**src/rtl/unlock_pkg.sv**
```systemverilog
package unlock_pkg;

    localparam int CMP_W   = 14;
    localparam int STEPS   = 5;
    localparam int POS_W   = 3;

    localparam logic [CMP_W-1:0] CODE_STORE    = 14'h0FC0;
    localparam logic [CMP_W-1:0] CODE_RECALL   = 14'h0C63;

    typedef enum logic [POS_W-1:0] {
        POS_IDLE = 3'd0,
        POS_ONE  = 3'd1,
        POS_TWO  = 3'd2,
        POS_THR  = 3'd3,
        POS_FOUR = 3'd4,
        POS_FIVE = 3'd5
    } seq_pos_e;

    typedef struct packed {
        logic             wr;
        logic [CMP_W-1:0] addr;
    } bus_access_t;

    // Address expected when the given count of pattern reads is already held.
    function automatic logic [CMP_W-1:0] pattern_code(input logic [POS_W-1:0] idx);
        logic [CMP_W-1:0] c;
        case (idx)
            3'd0:    c = 14'h0E38;
            3'd1:    c = 14'h31C7;
            3'd2:    c = 14'h03E0;
            3'd3:    c = 14'h3C1F;
            3'd4:    c = 14'h303F;
            default: c = 14'h0E38;
        endcase
        return c;
    endfunction

    function automatic seq_pos_e after_miss(input logic [CMP_W-1:0] a);
        return (a == pattern_code(3'd0)) ? POS_ONE : POS_IDLE;
    endfunction

endpackage

```
**src/rtl/ulk_sync.sv**
```systemverilog
module ulk_sync #(
    parameter int          W       = 1,
    parameter int          STAGES  = 2,
    parameter logic [W-1:0] RST_VAL = '1
) (
    input  logic         clk,
    input  logic         rst,
    input  logic [W-1:0] d,
    output logic [W-1:0] q
);
    logic [W-1:0] chain [STAGES];

    always_ff @(posedge clk) begin
        if (rst) chain[0] <= RST_VAL;
        else     chain[0] <= d;
    end

    for (genvar i = 1; i < STAGES; i++) begin : g_stage
        always_ff @(posedge clk) begin
            if (rst) chain[i] <= RST_VAL;
            else     chain[i] <= chain[i-1];
        end
    end

    assign q = chain[STAGES-1];
endmodule

```
**src/rtl/ulk_access_capture.sv**
```systemverilog
module ulk_access_capture
    import unlock_pkg::*;
(
    input  logic             clk,
    input  logic             rst,
    input  logic             ce_s,
    input  logic             we_s,
    input  logic [CMP_W-1:0] addr_s,
    output logic             acc_valid,
    output bus_access_t      acc
);
    logic ce_prev;
    logic ce_fall;

    assign ce_fall = ce_prev & ~ce_s;

    always_ff @(posedge clk) begin
        if (rst) begin
            ce_prev   <= 1'b1;
            acc_valid <= 1'b0;
            acc       <= '0;
        end else begin
            ce_prev   <= ce_s;
            acc_valid <= ce_fall;
            if (ce_fall) begin
                acc.wr   <= ~we_s;
                acc.addr <= addr_s;
            end
        end
    end
endmodule

```
**src/rtl/ulk_sequence_fsm.sv**
```systemverilog
module ulk_sequence_fsm
    import unlock_pkg::*;
(
    input  logic        clk,
    input  logic        rst,
    input  logic        busy,
    input  logic        acc_valid,
    input  bus_access_t acc,
    output logic        store_req,
    output logic        recall_req,
    output seq_pos_e    pos
);
    seq_pos_e pos_nx;
    logic     store_nx;
    logic     recall_nx;

    always_comb begin
        pos_nx    = pos;
        store_nx  = 1'b0;
        recall_nx = 1'b0;
        if (busy) begin
            pos_nx = POS_IDLE;
        end else if (acc_valid) begin
            if (acc.wr) begin
                pos_nx = POS_IDLE;
            end else if (pos == POS_FIVE) begin
                if (acc.addr == CODE_STORE) begin
                    store_nx = 1'b1;
                    pos_nx   = POS_IDLE;
                end else if (acc.addr == CODE_RECALL) begin
                    recall_nx = 1'b1;
                    pos_nx    = POS_IDLE;
                end else begin
                    pos_nx = after_miss(acc.addr);
                end
            end else if (acc.addr == pattern_code(pos)) begin
                pos_nx = seq_pos_e'(pos + 3'd1);
            end else begin
                pos_nx = after_miss(acc.addr);
            end
        end
    end

    always_ff @(posedge clk) begin
        if (rst) begin
            pos        <= POS_IDLE;
            store_req  <= 1'b0;
            recall_req <= 1'b0;
        end else begin
            pos        <= pos_nx;
            store_req  <= store_nx;
            recall_req <= recall_nx;
        end
    end
endmodule

```
**src/rtl/seq_unlock_detector.sv**
```systemverilog
module seq_unlock_detector
    import unlock_pkg::*;
#(
    parameter int SYNC_STAGES = 2
) (
    input  logic             clk,
    input  logic             rst,
    input  logic             busy,
    input  logic             ce_n,
    input  logic             we_n,
    input  logic [CMP_W-1:0] addr_lo,
    output logic             store_req,
    output logic             recall_req,
    output logic [POS_W-1:0] seq_pos
);
    localparam int BUS_W = CMP_W + 2;

    logic [BUS_W-1:0] bus_raw;
    logic [BUS_W-1:0] bus_s;
    logic             acc_valid;
    bus_access_t      acc;
    seq_pos_e         pos;

    assign bus_raw = {ce_n, we_n, addr_lo};

    ulk_sync #(
        .W       (BUS_W),
        .STAGES  (SYNC_STAGES),
        .RST_VAL ({2'b11, {CMP_W{1'b0}}})
    ) u_sync (
        .clk (clk),
        .rst (rst),
        .d   (bus_raw),
        .q   (bus_s)
    );

    ulk_access_capture u_cap (
        .clk       (clk),
        .rst       (rst),
        .ce_s      (bus_s[BUS_W-1]),
        .we_s      (bus_s[BUS_W-2]),
        .addr_s    (bus_s[CMP_W-1:0]),
        .acc_valid (acc_valid),
        .acc       (acc)
    );

    ulk_sequence_fsm u_fsm (
        .clk        (clk),
        .rst        (rst),
        .busy       (busy),
        .acc_valid  (acc_valid),
        .acc        (acc),
        .store_req  (store_req),
        .recall_req (recall_req),
        .pos        (pos)
    );

    assign seq_pos = pos;
endmodule

```
**config.mk**
```make
export PLATFORM = sky130hd
export DESIGN_NAME = seq_unlock_detector
export DESIGN_NICKNAME = d
export VERILOG_FILES = /design/src/rtl/unlock_pkg.sv /design/src/rtl/ulk_sync.sv /design/src/rtl/ulk_access_capture.sv /design/src/rtl/ulk_sequence_fsm.sv /design/src/rtl/seq_unlock_detector.sv
export SDC_FILE = /design/constraint.sdc
export NUM_CORES = 1
export LEC_CHECK = 0
export ABC_AREA = 0
export BUFFER_PORTS_ARGS = -buffer_cell sky130_fd_sc_hd__buf_2
export CAP_MARGIN = 25
export CORE_ASPECT_RATIO = 1.25
export CORE_UTILIZATION = 58
export CTS_CLUSTER_DIAMETER = 100
export DETAILED_ROUTE_END_ITERATION = 16
export PLACE_DENSITY = 0.8
export REMOVE_ABC_BUFFERS = 1
export SYNTH_ARGS = -nofsm -noshare
export SYNTH_HDL_FRONTEND = slang
export SYNTH_SLANG_ARGS = --single-unit
```
**constraint.sdc**
```tcl
create_clock -name clk -period 4.6 [get_ports clk]
set_input_delay 0.23 -clock clk [delete_from_list [all_inputs] [get_ports clk]]
set_output_delay 0.23 -clock clk [all_outputs]
set_load 0.005 [all_outputs]
```
**Word-level counts from Yosys, hierarchy flattened**

Memory sizes are Yosys's and may differ from the RTL's.
Index checks and enable logic that the tools add are counted.

- Memory bits (writable): 32
- Input port bits: 19
- Output and inout port bits: 5
- Memories kept: 1
- Bits in registers: 22

Memories:

| memory | words | width | read ports | clocked after memory_dff | wr ports | line | text |
|---|---|---|---|---|---|---|---|
| u_sync.chain | 2 | 16 | 2 | 0 | 2 | ulk_sync.sv:11 | `logic [W-1:0] chain [STAGES];` |

- $add $sub $neg: 1
- Mux-type cells: 18
- Equal/unequal tests: 9
- Bitwise operators: 7
- Reductions and logical operators: 3

Operators with widths:

| kind | count |
|---|---|
| $mux W14 | 4 |
| $pmux W14 S4 | 1 |
| $eq A14 B12 Y1 const B | 3 |
| $mux W16 | 2 |
| $mux W3 | 5 |
| $eq A14 B14 Y1 | 1 |
| $eq A3 B2 Y1 const B | 2 |
| $eq A3 B3 Y1 const B | 2 |
| $mux W1 | 6 |
| $reduce_or A6 Y1 | 1 |
| $reduce_or A5 Y1 | 1 |
| $not A1 Y1 | 4 |
| $add A3 B1 Y3 const B | 1 |
| $eq A3 B1 Y1 const B | 1 |
| $or A1 B1 Y1 | 2 |
| $reduce_or A2 Y1 | 1 |
| $and A1 B1 Y1 | 1 |

**Logic depth before layout (Yosys ltp)**

Gate-level depths: netlist of the first run.

- Depth after elaboration: 10
- Mapped depth: 9
- Gate-level depth less buffers: 8

**Hierarchy**

A second synthesis of the first run with hierarchy kept.

- Cells, all modules: 212
- Area, all modules: 2160.8 µm²

By module, submodules not included:

| module | cells each | seq. area each (µm²) | area an instance (µm²) | times used |
|---|---|---|---|---|
| ulk_sync | 67 | 640.6 | 863.3 | 1 |
| ulk_access_capture | 71 | 340.3 | 742.0 | 1 |
| ulk_sequence_fsm | 74 | 100.1 | 555.5 | 1 |

**Worst setup path before layout of the first run**

OpenSTA, ideal clock, no wires.

- Path type: reg-to-reg
- From: register u_fsm.pos[0]
- To: register u_fsm.pos[0]
- Arrival: 2115 ps
- Cell stages (with the launch flop): 9
- Slack: 2411 ps
- Library setup time: 74 ps
- Cell sequence: dfxtp_1 ha_1 ha_1 or3_1 a211oi_1 o21ai_0 a2111oi_4 o221ai_1 a31oi_1

- Word-level cells in the longest chain between the ends: 10

Ends and longest elaborated chain:

| element | line | text |
|---|---|---|
| start, declared | ulk_sequence_fsm.sv:11 | `output seq_pos_e pos` |
| start signal, assigned | ulk_sequence_fsm.sv:50 | `pos <= pos_nx;` |
| $eq A3 B3 Y1, or another cell as far along | unlock_pkg.sv:27 | `case (idx)` |
| $pmux W14 S4 | unlock_pkg.sv:27 |  |
| $mux W14 | ulk_sequence_fsm.sv:26 | `end else if (pos == POS_FIVE) begin` |
| $mux W14 | ulk_sequence_fsm.sv:24 | `if (acc.wr) begin` |
| $mux W14 | ulk_sequence_fsm.sv:23 | `end else if (acc_valid) begin` |
| $mux W14 | ulk_sequence_fsm.sv:21 | `if (busy) begin` |
| $eq A14 B14 Y1 | ulk_sequence_fsm.sv:36 | `end else if (acc.addr == pattern_code(pos)) begin` |
| $mux W3 | ulk_sequence_fsm.sv:36 |  |
| $mux W3 (*) | ulk_sequence_fsm.sv:26 |  |
| $mux W3 (*) | ulk_sequence_fsm.sv:24 |  |

Every way passes the cells marked *; elsewhere a longest branch is shown, timed or not. The select of a mux whose other input is x is not followed.
A chain may end at the register's enable or synchronous reset.

**Worst setup path after layout of the first run**

- From: register u_fsm.pos[2]
- To: register u_fsm.pos[0]

Same word-level chain as after synthesis.

==> flow_metrics.tcl, run 1 <==
set metrics [dict create \
    arrival_ps 2690 \
    seq_area_sq_um 1080 \
    clock_sinks 54 \
    cts_made_buffers 5 \
    path_class "reg2reg" \
    r2r-end "u_fsm.pos[0]$_SDFFE_PP0P_" \
    grt_setup_unrepaired "false" \
    syn_area_per_cell_sq_um 9.31 \
    dieArea_sq_um 3690 \
    dp_hpwl_um 2090 \
    critPathLaunchType "flip-flop" \
    core_sq_um 3250 \
    relSlewSlack_pct 38.8 \
    wl_per_cell_um 10.7 \
    holdCritPathClass "in2reg" \
    power.total_uw 772 \
    finalInstanceArea_sq_um 2220 \
    routabilityCongestion 0.887 \
    cp-end-kind "flip-flop" \
    vias 1413 \
    h-tree-depth 2 \
    hold_end "u_sync.chain[0][14]$_SDFF_PP1_" \
    hold_buffers 0 \
    initial_utilization_pct 61.6 \
    period_share_pct 53.4 \
    layout_commonest_cell "dfxtp_1" \
    path_max_fanout 12 \
    irDropWorstVdd_mv 0.438 \
    worstReg2RegStart "u_fsm.pos[2]$_SDFFE_PP0P_" \
    cts_setup_buffers 0 \
    power_density_nw_per_um2 348 \
    gr-usage-all-layers_pct 19.1 \
    overflow 0 \
    layout.cells.non_filler 275 \
    crit_buf_inv 1 \
    max_stage_delay_ps 560 \
    clk_pin_slew_worst_paths_ps 90 \
    cts_resized 0 \
    synthDistinctLibCells 36 \
    met1_length_um 1400 \
    cp_top_family "compound AO/OA/AOI/OAI gates" \
    r2r_setup_slack_ps 2140 \
    wl_um 2950 \
    worst_clock_skew_ps 5.23 \
    worst-r2r-cell-count 8 \
    clock_latency_ps 300 \
    finalSetupViolCount 0 \
    syn-cell-area_sq_um 2000 \
    top_layer_used "met4" \
    synthCells 215 \
    drive_above_1_share_pct 16.8 \
    antenna_cells 0 \
    met2_length_um 1430 \
    dr.pass1.iters 4 \
    fin_nets 261 \
    dr.first_iter.drc_count 22 \
    die_h_um 67.7 \
    rows 23 \
    antenna_found_initial 0 \
    viasPerCell 5.14 \
    grt_pass1_vias 1251 \
    ys_seq_area_share_pct 54.0 \
    cts.path.max_buffers 2 \
    tightest_slew_ps 915 \
    power.leakage_nw 0.845 \
    final_util_pct 68.1 \
    slew_violations 0 \
    drc 0 \
    die_x_um 54.5 \
    drtAntennaViolNets 0 \
    cts_tree "built" \
    syn2layout_area_growth_pct 10.7 \
    ys.warnings.count 0 \
    portBuffers 23 \
    grt_pass1_wl_um 5050 \
    synth_seq_cells 54 \
    final_cell_mix "54 x dfxtp_1, 37 x nand2_1, 29 x nor2b_1" \
    met3_length_um 88 \
    cap_violations 0 \
    place_area_sq_um 2130 \
    multi_input_area_sq_um 865 \
    required_ps 4830 \
    path_cells "inv_1 > ha_1 > or3_1 > a211oi_1 > o21ai_0 > a2111oi_4 > o221ai_1 > a31oi_1" \
    finalSetupTns_ps 0 \
    min-delay-start "we_n" \
    dp.cells 267 \
    cts_root_buf "clkbuf_8" \
    io-pin-count 24 \
    grt_max_degree 53 \
    fillers 274 \
    hold_viol 0 \
    fmax_ghz 0.407 \
    whs_path_depth 2 \
    status "complete, no violations" \
    cp_slowest_cell "dfxtp_1" \
    finalCriticalPeriod_ps 2460 \
]
-- cells in the mapped netlist --
cell	n	share of area, %
or3_1	2	0.62
buf_6	1	0.56
clkbuf_1	7	1.3
nor2_1	12	2.2
dfxtp_1	54	54
nand3_1	4	1.0
a21oi_1	17	4.2
nand2b_1	3	0.94
and3_1	2	0.62
o31ai_1	1	0.38
o2111ai_1	1	0.44
inv_1	5	0.94
o21ai_0	1	0.25
ha_1	5	3.1
a31oi_1	1	0.31
o41a_1	1	0.56
o211ai_1	1	0.38
or2_2	5	1.6
nor3_1	5	1.2
nor4_1	4	1.2
mux2_2	1	0.56
a2bb2oi_1	3	1.3
a2111oi_4	1	1.4
xnor2_1	1	0.44
o221ai_1	1	0.44
or2_0	1	0.31
nand4_1	1	0.31
a211oi_1	2	0.75
a2111oi_0	1	0.44
nand2_1	37	6.9
a21o_1	1	0.38
nor2b_2	1	0.44
nor3_2	1	0.50
o21a_1	1	0.38
nand3b_1	1	0.38
nor2b_1	29	9.1
-- logic make-up after synthesis --
group                    count (synthesis)  share of synthesized area, %
AO/OA/AOI/OAI                           33                          11.6
XOR/XNOR                                 1                         0.438
adder cells (fa/ha/maj)                  5                          3.13
buffers and inverters                   13                          2.81
flip-flops                              54                          54.0
multiplexers                             1                         0.562
AND/OR/NAND/NOR                        108                          27.4
-- layer usage --
layer / GRT usage, % / up-vias
met5: 0 / -
met4: 7.69 / 0
met3: 6.08 / 4
met2: 31.6 / 29
met1: 22.4 / 621
li1: - / 759
-- sequential cells by signal, indices dropped and copies added, names as in the netlist --
register and flops:
u_fsm.store_req 1, u_sync.chain 32, u_cap.acc_valid 1, u_cap.ce_prev 1, u_fsm.recall_req 1, u_fsm.pos 3
u_cap.acc 15
-- stage by stage --
stage	setup slack, ps	hold slack, ps
2_1_floorplan	2410	299
3_3_place_gp	2300	391
3_5_place_dp	2180	394
4_1_cts	2160	102
5_1_grt	1960	104
6_report	2140	110
-- how the worst max path moves through the flow --
stage / from / end / slack (ps) / cells after the start
floorplan: u_fsm.pos[0]$_SDFFE_PP0P_ / u_fsm.pos[0]$_SDFFE_PP0P_ / 2410 / 8
global placement: u_fsm.pos[2]$_SDFFE_PP0P_ / u_fsm.pos[0]$_SDFFE_PP0P_ / 2300 / 8
detailed placement: u_fsm.pos[2]$_SDFFE_PP0P_ / u_fsm.pos[0]$_SDFFE_PP0P_ / 2180 / 8
CTS: u_fsm.pos[2]$_SDFFE_PP0P_ / u_fsm.pos[0]$_SDFFE_PP0P_ / 2160 / 8
global route: u_fsm.pos[2]$_SDFFE_PP0P_ / u_fsm.pos[0]$_SDFFE_PP0P_ / 1960 / 8
finish: u_fsm.pos[2]$_SDFFE_PP0P_ / u_fsm.pos[0]$_SDFFE_PP0P_ / 2140 / 8
-- power by group --
part / internal [mW] / switching (mW)
clock network: 0.107 / 0.146
logic: 0.0156 / 0.0157
registers: 0.482 / 0.00470
total: 0.605 / 0.166
-- final cells by class --
cell class / count / area share [%]
Sequential cell: 54 / 48.8
Multi-Input combinational cell: 148 / 39.0
Timing Repair Buffer: 23 / 5.19
Clock buffer: 5 / 3.11
Tap cell: 37 / 2.09
Clock inverter: 3 / 0.960
Inverter: 5 / 0.847
(Power assumes the default switching activity.)
==> inputs of run 2 (changes only) <==
Settings changed: ABC_AREA 0 to 1, CORE_UTILIZATION 58 to 51, PLACE_DENSITY 0.8 to 0.74.
Clock period 4.6 ns to 2.05 ns, I/O delays scaled along.
==> run 2 against run 1 <==
  * Non-clock buffer count is 19 higher
  * Setup slack worse by 2000 ps
  * First-iteration DRC count grew to 3.1 times the previous value
  * Critical path depth is 5 higher
  * Clock skew is 5.8 ps higher
  * Flip-flop and latch count stayed put
  * Critical path type unchanged
  * Largest cell class unchanged
  * Highest routed layer unchanged
==> flow_metrics.tcl, run 2 <==
set metrics [dict create \
    syn-cell-area_sq_um 2110 \
    grt_pass1_wl_um 6310 \
    synth_xor_area_share_pct 0 \
    finalSetupTns_ps 0 \
    synthCells 277 \
    critPathLaunchType "flip-flop" \
    cp-end-kind "flip-flop" \
    die_h_um 73.9 \
    synth_seq_cells 54 \
    hold_viol 0 \
    cts_made_buffers 5 \
    drc 0 \
    fin_nets 343 \
    layout_commonest_cell "dfxtp_1" \
    yosysMostFrequentCell "dfxtp_1" \
    cp_slowest_cell "dfxtp_2" \
    clk_pin_slew_worst_paths_ps 90 \
    path_cells "inv_1 > ha_1 > nand2_2 > inv_2 > nor2_2 > nand2_2 > nand3_1 > nand2_1 > nor2_2 > nand3_2 > nor3_2 > nand2_1 > a21oi_2" \
    dieArea_sq_um 4390 \
    clock_latency_ps 310 \
    yosys.area_share.simple_pct 27.6 \
    finalCriticalPeriod_ps 1870 \
    irDropWorstVdd_mv 0.597 \
    dr.pass1.iters 4 \
    crit_buf_inv 2 \
    synth_area_leaders "dfxtp_1 51%, nor2_1 9.3%, inv_1 8.9%" \
    power_density_nw_per_um2 721 \
    largest_reg_flops 32 \
    cp_top_family "simple AND/OR/NAND/NOR gates" \
    portBuffers 23 \
    yosys.area.top_type_share_pct 51.3 \
    clock_sinks 54 \
    antenna_found_initial 0 \
    antenna_cells 0 \
    status "complete, no violations" \
    dr.first_iter.drc_count 68 \
    grt_max_degree 24 \
    period_share_pct 91.0 \
    viasPerCell 4.65 \
    synth_adder_area_share_pct 2.97 \
    synthFlopType "dfxtp_1" \
    max_stage_delay_ps 380 \
    reg.largest.list "u_sync.chain: 32 flops, u_cap.acc: 15 flops, u_fsm.pos: 3 flops" \
    pre_cts_ws_ps 136 \
    top_register "u_sync.chain" \
    final_cell_mix "53 x dfxtp_1, 51 x nor2_1, 50 x inv_1" \
    ys.warnings.count 0 \
    cap_violations 0 \
    slew_violations 0 \
    die_x_um 59.5 \
    power.leakage_nw 1.21 \
    ys_seq_area_share_pct 51.3 \
    async_reset_ff_share_pct 0 \
    cts.path.max_buffers 2 \
    wl_um 3790 \
    path_max_fanout 5 \
    initial_utilization_pct 54.3 \
    synth.cells.most_frequent "54 x dfxtp_1, 52 x nor2_1, 50 x inv_1" \
    cts_tree "built" \
    grt_pass1_vias 1574 \
    cts_root_buf "clkbuf_8" \
    overflow 0 \
    core_sq_um 3880 \
    path_class "reg2reg" \
    synth_top_family_by_area "simple AND/OR/NAND/NOR gates" \
    synth_mux_area_share_pct 0 \
    grt_setup_unrepaired "false" \
    wl_per_cell_um 10.1 \
    required_ps 2290 \
    synth_compound_area_share_pct 7.60 \
    worst_clock_skew_ps 11.1 \
    holdWs_ps 112 \
    synthDistinctLibCells 23 \
    arrival_ps 2110 \
    syn_area_per_cell_sq_um 7.61 \
    fmax_ghz 0.536 \
    rows 25 \
    syn2layout_area_growth_pct 20.4 \
    vias 1738 \
    synth-edff-count 0 \
    io-pin-count 24 \
    finalSetupViolCount 0 \
    relSlewSlack_pct 66.4 \
    routabilityCongestion 0.857 \
    dp_hpwl_um 2620 \
    drtAntennaViolNets 0 \
    holdCritPathClass "in2reg" \
    h-tree-depth 2 \
    synth.largest_area_cell "dfxtp_1" \
    tightest_slew_ps 500 \
    gr-usage-all-layers_pct 19.2 \
    drive_above_1_share_pct 17.2 \
    fin_ws_ps 184 \
]
## run 2: worst reg2reg max path: cells and delay by family, from the launching register on
kind	cells	cell delay (ps)
fa+ha+maj	1	230
buf+inv	2	140
simple gates	9	960
compound gates	1	110
flops	1	380
## run 2: cell type report
type | count | area, sq um
timing repair buffer | 42 | 298
multi-input combinational | 164 | 807
fill | 355 | 1340
clock buffer | 5 | 68.8
sequential | 54 | 1080
inverter | 52 | 195
clock inverter | 3 | 18.8
tap | 54 | 67.6
## run 2: report_power, final
group | total [mW] | internal, mW | leakage, nW | switching (mW)
logic | 0.142 | 0.0671 | 0.718 | 0.0746
registers | 1.11 | 1.09 | 0.445 | 0.0184
clock network | 0.575 | 0.241 | 0.0483 | 0.335
## run 2: what timing repair did
action	4_1_cts	5_1_grt
buffers inserted	0	0
hold buffers	16	0
endpoints found under the setup margin	0	3
gates resized for setup	0	2
endpoints found under the hold margin	16	0
## run 2: routing by layer
metal / vias to the layer above / routed length [um] / track usage [%]
met5: - / 0 / 0
met4: 0 / 116 / 11.1
met3: 11 / 121 / 4.23
met2: 42 / 1920 / 34.2
met1: 758 / 1630 / 20.5
li1: 927 / - / -
## run 2: worst paths after layout
check | from | endpoint | slack, ps | cells after the start
setup / recovery | u_fsm.pos[0]$_SDFFE_PP0P_ | u_fsm.pos[2]$_SDFFE_PP0P_ | 180 | 13
hold / removal | busy | u_fsm.pos[2]$_SDFFE_PP0P_ | 110 | 4
setup reg to reg | u_fsm.pos[0]$_SDFFE_PP0P_ | u_fsm.pos[2]$_SDFFE_PP0P_ | 180 | 13
hold reg to reg | u_sync.chain[0][1]$_SDFF_PP0_ | u_sync.chain[1][1]$_SDFF_PP0_ | 400 | 2
## run 2: cell families after synthesis
kind of cell,after synthesis
adder cells (fa/ha/maj),5
AO/OA/AOI/OAI,30
AND/OR/NAND/NOR,129
buffers and inverters,59
flip-flops,54
## run 2: stage by stage
step | util (%) | power [mW] | std cells | cell area (sq um)
finish | 65.4 | 1.83 | 374 | 2540
global route | 65.4 | 1.92 | 374 | 2540
CTS | 65.3 | 1.85 | 374 | 2530
detailed placement | 58.9 | 1.25 | 350 | 2290
global placement | 58.9 | 1.25 | 350 | 2290
floorplan | - | 1.21 | 270 | 2080
